<file path="config.mk">
export PLATFORM = sky130hd
export DESIGN_NAME = edge_irq_port
export DESIGN_NICKNAME = d
export VERILOG_FILES = /design/src/rtl/eip_pkg.sv /design/src/rtl/eip_sync.sv /design/src/rtl/eip_pin_cell.sv /design/src/rtl/eip_regbank.sv /design/src/rtl/edge_irq_port.sv
export SDC_FILE = /design/constraint.sdc
export NUM_CORES = 1
export LEC_CHECK = 0
export ABC_AREA = 1
export CAP_MARGIN = 10
export CELL_PAD_IN_SITES_DETAIL_PLACEMENT = 1
export CELL_PAD_IN_SITES_GLOBAL_PLACEMENT = 2
export CORE_MARGIN = 1.5
export CORE_UTILIZATION = 31
export CTS_CLUSTER_DIAMETER = 200
export DETAILED_ROUTE_END_ITERATION = 7
export HOLD_SLACK_MARGIN = 0.1
export PLACE_DENSITY_LB_ADDON = 0.05
export SYNTH_ARGS = -nofsm -noshare
export SYNTH_HDL_FRONTEND = slang
export SYNTH_SLANG_ARGS = --single-unit
export TNS_END_PERCENT = 50
</file>
<file path="constraint.sdc">
create_clock -name clk -period 2 [get_ports clk]
set_input_delay 0.2 -clock clk [delete_from_list [all_inputs] [get_ports clk]]
set_output_delay 0.2 -clock clk [all_outputs]
set_load 0.1 [all_outputs]
</file>
<file path="src/rtl/eip_pkg.sv">
// Shared types and address map of the edge-sensitive interrupt port.
// Assumes a word-addressed register bank of at most eight locations.
package eip_pkg;

    typedef enum logic [1:0] {
        SENSE_LOW  = 2'b00,
        SENSE_RISE = 2'b01,
        SENSE_FALL = 2'b10,
        SENSE_ANY  = 2'b11
    } sense_e;

    localparam int unsigned ADR_SENSE = 0;
    localparam int unsigned ADR_DIR   = 1;
    localparam int unsigned ADR_IEN   = 2;
    localparam int unsigned ADR_DOUT  = 3;
    localparam int unsigned ADR_PINS  = 4;
    localparam int unsigned ADR_FLAG  = 5;
    localparam int unsigned ADR_LAST_SUPER = ADR_IEN;

endpackage

</file>
<file path="src/rtl/eip_sync.sv">
// Multi-stage synchronizer for the pin inputs.
// Assumes inputs are asynchronous; output is STAGES clocks behind.
module eip_sync #(
    parameter int NPIN   = 7,
    parameter int STAGES = 2
) (
    input  logic            clk,
    input  logic            rst_n,
    input  logic [NPIN:1]   raw_in,
    output logic [NPIN:1]   sync_out
);

    logic [NPIN:1] stage_q [STAGES];

    for (genvar s = 0; s < STAGES; s++) begin : g_stage
        if (s == 0) begin : g_first
            // first stage captures the raw pins
            always_ff @(posedge clk) begin
                if (!rst_n) stage_q[s] <= '0;
                else        stage_q[s] <= raw_in;
            end
        end else begin : g_next
            // later stages shift the value along
            always_ff @(posedge clk) begin
                if (!rst_n) stage_q[s] <= '0;
                else        stage_q[s] <= stage_q[s-1];
            end
        end
    end

    assign sync_out = stage_q[STAGES-1];

endmodule

</file>
<file path="src/rtl/eip_pin_cell.sv">
// One pin's edge detector, sticky flag and request generation.
// Assumes pin_sync is already synchronous; clear loses to a new edge.
module eip_pin_cell
    import eip_pkg::*;
(
    input  logic       clk,
    input  logic       rst_n,
    input  logic       pin_sync,
    input  logic [1:0] mode,
    input  logic       enable,
    input  logic       clr,
    output logic       flag,
    output logic       irq
);

    logic   prev_q;
    logic   flag_q;
    logic   hit;
    sense_e sense;

    assign sense = sense_e'(mode);

    // decide whether this cycle's transition matches the selected mode
    always_comb begin
        unique case (sense)
            SENSE_RISE: hit = pin_sync & ~prev_q;
            SENSE_FALL: hit = ~pin_sync & prev_q;
            SENSE_ANY:  hit = pin_sync ^ prev_q;
            default:    hit = 1'b0;
        endcase
    end

    // remember last synchronized value for transition detection
    always_ff @(posedge clk) begin
        if (!rst_n) prev_q <= 1'b0;
        else        prev_q <= pin_sync;
    end

    // sticky flag: set wins over write-one clear
    always_ff @(posedge clk) begin
        if (!rst_n) flag_q <= 1'b0;
        else        flag_q <= (flag_q & ~clr) | hit;
    end

    assign flag = flag_q;
    assign irq  = enable & ((sense == SENSE_LOW) ? ~pin_sync : flag_q);

endmodule

</file>
<file path="src/rtl/eip_regbank.sv">
// Register bank: decode, privilege check, storage and registered reply.
// Assumes one-cycle requests; reply appears on the following cycle.
module eip_regbank
    import eip_pkg::*;
#(
    parameter int NPIN = 7,
    parameter int AW   = 3,
    parameter int DW   = 16
) (
    input  logic              clk,
    input  logic              rst_n,
    input  logic              bus_sel,
    input  logic              bus_wr,
    input  logic              bus_priv,
    input  logic [AW-1:0]     bus_addr,
    input  logic [DW-1:0]     bus_wdata,
    output logic              bus_ack,
    output logic              bus_err,
    output logic [DW-1:0]     bus_rdata,
    input  logic [NPIN:1]     pin_state,
    input  logic [NPIN:1]     flags,
    output logic [2*NPIN+1:2] cfg_sense,
    output logic [NPIN:1]     cfg_dir,
    output logic [NPIN:1]     cfg_ien,
    output logic [NPIN:1]     cfg_dout,
    output logic [NPIN:1]     flag_clr
);

    localparam int SENSE_HI = 2*NPIN + 1;

    logic          super_reg;
    logic          deny;
    logic          wr_ok;
    logic [DW-1:0] rd_mux;
    logic          ack_q;
    logic          err_q;
    logic [DW-1:0] rdata_q;
    logic          wdata_unused;

    assign wdata_unused = ^bus_wdata;

    assign super_reg = (bus_addr <= AW'(ADR_LAST_SUPER));
    assign deny      = super_reg & ~bus_priv;
    assign wr_ok     = bus_sel & bus_wr & ~deny;

    // sense-mode field storage
    always_ff @(posedge clk) begin
        if (!rst_n)                                     cfg_sense <= '0;
        else if (wr_ok && bus_addr == AW'(ADR_SENSE))   cfg_sense <= bus_wdata[SENSE_HI:2];
    end

    // direction storage
    always_ff @(posedge clk) begin
        if (!rst_n)                                     cfg_dir <= '0;
        else if (wr_ok && bus_addr == AW'(ADR_DIR))     cfg_dir <= bus_wdata[NPIN:1];
    end

    // interrupt enable storage
    always_ff @(posedge clk) begin
        if (!rst_n)                                     cfg_ien <= '0;
        else if (wr_ok && bus_addr == AW'(ADR_IEN))     cfg_ien <= bus_wdata[NPIN:1];
    end

    // output data storage
    always_ff @(posedge clk) begin
        if (!rst_n)                                     cfg_dout <= '0;
        else if (wr_ok && bus_addr == AW'(ADR_DOUT))    cfg_dout <= bus_wdata[NPIN:1];
    end

    // write-one-to-clear strobes toward the pin cells
    assign flag_clr = (wr_ok && bus_addr == AW'(ADR_FLAG)) ? bus_wdata[NPIN:1] : '0;

    // read multiplexer; reserved locations return zero
    always_comb begin
        rd_mux = '0;
        case (bus_addr)
            AW'(ADR_SENSE): rd_mux[SENSE_HI:2] = cfg_sense;
            AW'(ADR_DIR):   rd_mux[NPIN:1]     = cfg_dir;
            AW'(ADR_IEN):   rd_mux[NPIN:1]     = cfg_ien;
            AW'(ADR_DOUT):  rd_mux[NPIN:1]     = cfg_dout;
            AW'(ADR_PINS):  rd_mux[NPIN:1]     = pin_state;
            AW'(ADR_FLAG):  rd_mux[NPIN:1]     = flags;
            default:        rd_mux             = '0;
        endcase
    end

    // registered reply: acknowledge, error and read data
    always_ff @(posedge clk) begin
        if (!rst_n) begin
            ack_q   <= 1'b0;
            err_q   <= 1'b0;
            rdata_q <= '0;
        end else begin
            ack_q   <= bus_sel;
            err_q   <= bus_sel & deny;
            rdata_q <= (bus_sel && !bus_wr && !deny) ? rd_mux : '0;
        end
    end

    assign bus_ack   = ack_q;
    assign bus_err   = err_q;
    assign bus_rdata = rdata_q;

endmodule

</file>
<file path="src/rtl/edge_irq_port.sv">
// Top of the edge-sensitive interrupt port: seven pins, each GPIO or
// interrupt source. Assumes NPIN <= 7 so the sense fields fit in DW.
module edge_irq_port #(
    parameter int NPIN        = 7,
    parameter int AW          = 3,
    parameter int DW          = 16,
    parameter int SYNC_STAGES = 2
) (
    input  logic            clk,
    input  logic            rst_n,
    input  logic            bus_sel,
    input  logic            bus_wr,
    input  logic            bus_priv,
    input  logic [AW-1:0]   bus_addr,
    input  logic [DW-1:0]   bus_wdata,
    output logic            bus_ack,
    output logic            bus_err,
    output logic [DW-1:0]   bus_rdata,
    input  logic [NPIN:1]   pin_in,
    output logic [NPIN:1]   pin_out,
    output logic [NPIN:1]   pin_oe,
    output logic [NPIN:1]   irq_req
);

    logic [2*NPIN+1:2] cfg_sense;
    logic [NPIN:1]     cfg_dir;
    logic [NPIN:1]     cfg_ien;
    logic [NPIN:1]     cfg_dout;
    logic [NPIN:1]     pin_sync;
    logic [NPIN:1]     flag_vec;
    logic [NPIN:1]     flag_clr;

    eip_sync #(.NPIN(NPIN), .STAGES(SYNC_STAGES)) u_sync (
        .clk      (clk),
        .rst_n    (rst_n),
        .raw_in   (pin_in),
        .sync_out (pin_sync)
    );

    eip_regbank #(.NPIN(NPIN), .AW(AW), .DW(DW)) u_regs (
        .clk       (clk),
        .rst_n     (rst_n),
        .bus_sel   (bus_sel),
        .bus_wr    (bus_wr),
        .bus_priv  (bus_priv),
        .bus_addr  (bus_addr),
        .bus_wdata (bus_wdata),
        .bus_ack   (bus_ack),
        .bus_err   (bus_err),
        .bus_rdata (bus_rdata),
        .pin_state (pin_sync),
        .flags     (flag_vec),
        .cfg_sense (cfg_sense),
        .cfg_dir   (cfg_dir),
        .cfg_ien   (cfg_ien),
        .cfg_dout  (cfg_dout),
        .flag_clr  (flag_clr)
    );

    for (genvar p = 1; p <= NPIN; p++) begin : g_pin
        eip_pin_cell u_cell (
            .clk      (clk),
            .rst_n    (rst_n),
            .pin_sync (pin_sync[p]),
            .mode     (cfg_sense[2*p+1:2*p]),
            .enable   (cfg_ien[p]),
            .clr      (flag_clr[p]),
            .flag     (flag_vec[p]),
            .irq      (irq_req[p])
        );
    end

    assign pin_oe  = cfg_dir;
    assign pin_out = cfg_dout & cfg_dir;

endmodule

</file>
==> metrics.md <==
| Metric | Value |
|---|---|
| Status | completed |
| Buffers on Ports | 67 |
| # rows | 40 |
| CP max FO | 5 |
| CP arrival | 1650 ps |
| Residual DRC | 0 |
| Asr flop ratio synth | 0 |
| Leakage power | 0.00249 µW |
| Actual slew at the worst max-slew pin | 534 ps |
| Sequential area share after synthesis | 0.411 |
| Max cap viols | 0 |
| Fill count | 1568 |
| Iteration-0 DRC Markers | 170 |
| Worst IR Drop VDD | 0.330 mV |
| Total Routing Usage GR | 0.187 |
| Clock slew at reported path FFs | 60 ps |
| Period minus WS final | 1850 ps |
| Die footprint | 13200 µm² |
| Ys flop type | dfxtp_1 |
| First-pass GRT wire length | 18.8 mm |
| Setup CP Type | register to output pin |
| Clock sink count | 80 |
| Slowest stage delay, CP | 450 ps |
| # Post-CTS Setup Buffers | 0 |
| Die height | 115 µm |
| TritonCTS clock tree | yes |
| Synthesis-to-layout area growth | 29.0% |
| Syn avg cell area | 6.82 µm² |
| Most common cell after layout, fill and taps aside | nand2_1 |
| Post-synthesis cell type count | 28 |
| RSZ-0062 raised after global routing | false |
| Later-pin clock latency in the skew report | 340 ps |
| Most frequent cells in the layout | nand2_1 (165), inv_1 (139), dfxtp_1 (80), nor2_1 (58), buf_4 (45) |
| Ports | 70 |
| Antenna diodes | 0 |
| Die Span X | 115 µm |
| Setup violators final | 0 |
| Drt wl/cell | 13.8 µm |
| Netlist Area Pre-Place | 3890 µm² |
| Mapped Nets | 618 |
| Nets | 693 |
| Max Slew Vio Count | 0 |
| Register area | 1600 µm² |
| Num CTS Buffers | 9 |
| CP Launch Type | register |
| Final Power | 3500 µW |
| Fin Clk Skew | 3.80 ps |
| Final Hold Viols | 0 |
| Max Fclk | 540 MHz |
| Dpl hpwl | 8.74 mm |
| WP data required | 1800 ps |
| Post-CTS Resized | 0 |
| Pwr dens | 697 nW/µm² |
| Bufs on Longest Clock Path | 2 |
| DR pass1 iterations | 4 |
| Via count | 3555 |
| Synthesis Warnings | 0 |
| Vias in the first global route | 3667 |
| Register bit total from synthesis | 80 |
| Ratio of cells with drive above 1 in the final layout | 0.139 |
| Largest net degree at the start of global routing | 34 |
| Relative slew slack | 0.641 |
| Antenna Violating Nets Remaining | 0 |
| Multi-input logic area | 1630 µm² |
| Grt total ovfl | 0 |
| Hold Path Class | input pin to register |
| Slowest stage cell, crit path | a311oi_1 |
| Total core area | 12100 µm² |
| Mapped Cells | 571 |
| Hold Slack | 137 ps |
| Initial Utilization | 0.321 |
| Routed vias/inst | 4.36 |
| Core Util, Final | 0.415 |
| Crit path cell chain | inv_1, a21oi_1, a311oi_1, buf_12 |
| H-tree levels | 3 |
| Crit share post-route | 0.926 |
| Antenna violations before repair | 0 |
| Placed Instance Area | 4780 µm² |
| Clock Tree Root | clkbuf_16 |
| Post-CTS Hold Buffers | 0 |
| Fin area | 5020 µm² |
| RePlAce Congestion | 0.769 |
| Detailed Route WL | 11.2 mm |
| Worst setup EP type | output pin |
| Post-synth EDFFs | 0 |
-- layout make-up --
| class | instances | area share |
|---|---|---|
| clock buffer | 10 | 0.0476 |
| clock inverter | 2 | 0.00199 |
| inverter | 145 | 0.109 |
| multi-input combinational | 328 | 0.325 |
| sequential | 80 | 0.319 |
| tap | 168 | 0.0418 |
| timing repair buffer | 82 | 0.156 |
-- critical path, delay by kind of cell, from the launching register on --
kind / cells / cell delay (ps)
DFF: 1 / 330
AOI/OAI and AO/OA: 2 / 550
buffers and inverters: 2 / 430
-- synth_stat cells, drive strengths merged, types with 6 or more instances --
cell | instances | area (µm²)
buf | 15 | 100
o21ai | 6 | 30.0
inv | 145 | 547
o211ai | 6 | 45.0
nand4 | 7 | 43.8
dfxtp | 80 | 1600
a311oi | 7 | 61.3
a21oi | 26 | 130
a211oi | 7 | 52.6
nor2 | 72 | 334
ha | 16 | 200
nand2 | 168 | 653
-- kinds of logic (layout without fill, tap and decap cells) --
group / count (synthesis) / in the layout / synth area share
and+or+nand+nor: 255 / 255 / 0.279
buffers and inverters: 163 / 239 / 0.169
DFF: 80 / 80 / 0.411
AOI/OAI and AO/OA: 56 / 56 / 0.0884
adders and majority gates: 16 / 16 / 0.0514
other: 1 / 1 / 0.000963
-- through the flow --
stage	TNS, ps	worst slack, ps	cells
floorplan	0	113	571
global placement	0	50.1	803
detailed placement	-32.9	-12.6	803
CTS	0	174	815
global route	0	38.3	815
finish	0	149	815
-- where the power goes --
group	switching (µW)	internal, µW	total (µW)	leakage (µW)
clock network	625	842	1470	0.000126
logic	246	139	385	0.00172
registers	22.0	1630	1650	0.000649
-- sequential cells by signal, summed over array words and instances, names as in the netlist --
register / count
u_regs.bus_err: 1
u_regs.bus_ack: 1
g_pin.u_cell.prev_q: 7
g_pin.u_cell.flag: 7
u_regs.bus_rdata: 15
u_regs.cfg_ien: 7
u_regs.cfg_sense: 14
u_regs.cfg_dout: 7
u_regs.cfg_dir: 7
u_sync.stage_q: 14
-- final timing paths --
kind | startpoint | end | slack [ps] | cells after the start
worst max-delay path | u_regs.cfg_sense[6]$_SDFFE_PN0P_ | irq_req[3] | 150 | 4
worst min-delay path | rst_n | u_regs.bus_ack$_SDFF_PN0_ | 140 | 3
worst max register to register | g_pin[7].u_cell.prev_q$_SDFF_PN0_ | g_pin[7].u_cell.flag$_SDFF_PN0_ | 740 | 5
worst min register to register | u_sync.stage_q[0][2]$_SDFF_PN0_ | u_sync.stage_q[1][2]$_SDFF_PN0_ | 420 | 2
-- metal layers --
layer / GRT usage / vias up / wire (µm)
li1: - / 1826 / -
met3: 0.0316 / 13 / 360
met1: 0.238 / 1661 / 5420
met2: 0.316 / 55 / 5290
met4: 0.0733 / 0 / 179
met5: 0 / - / 0
No activity file was read; power rests on OpenSTA's default activity.
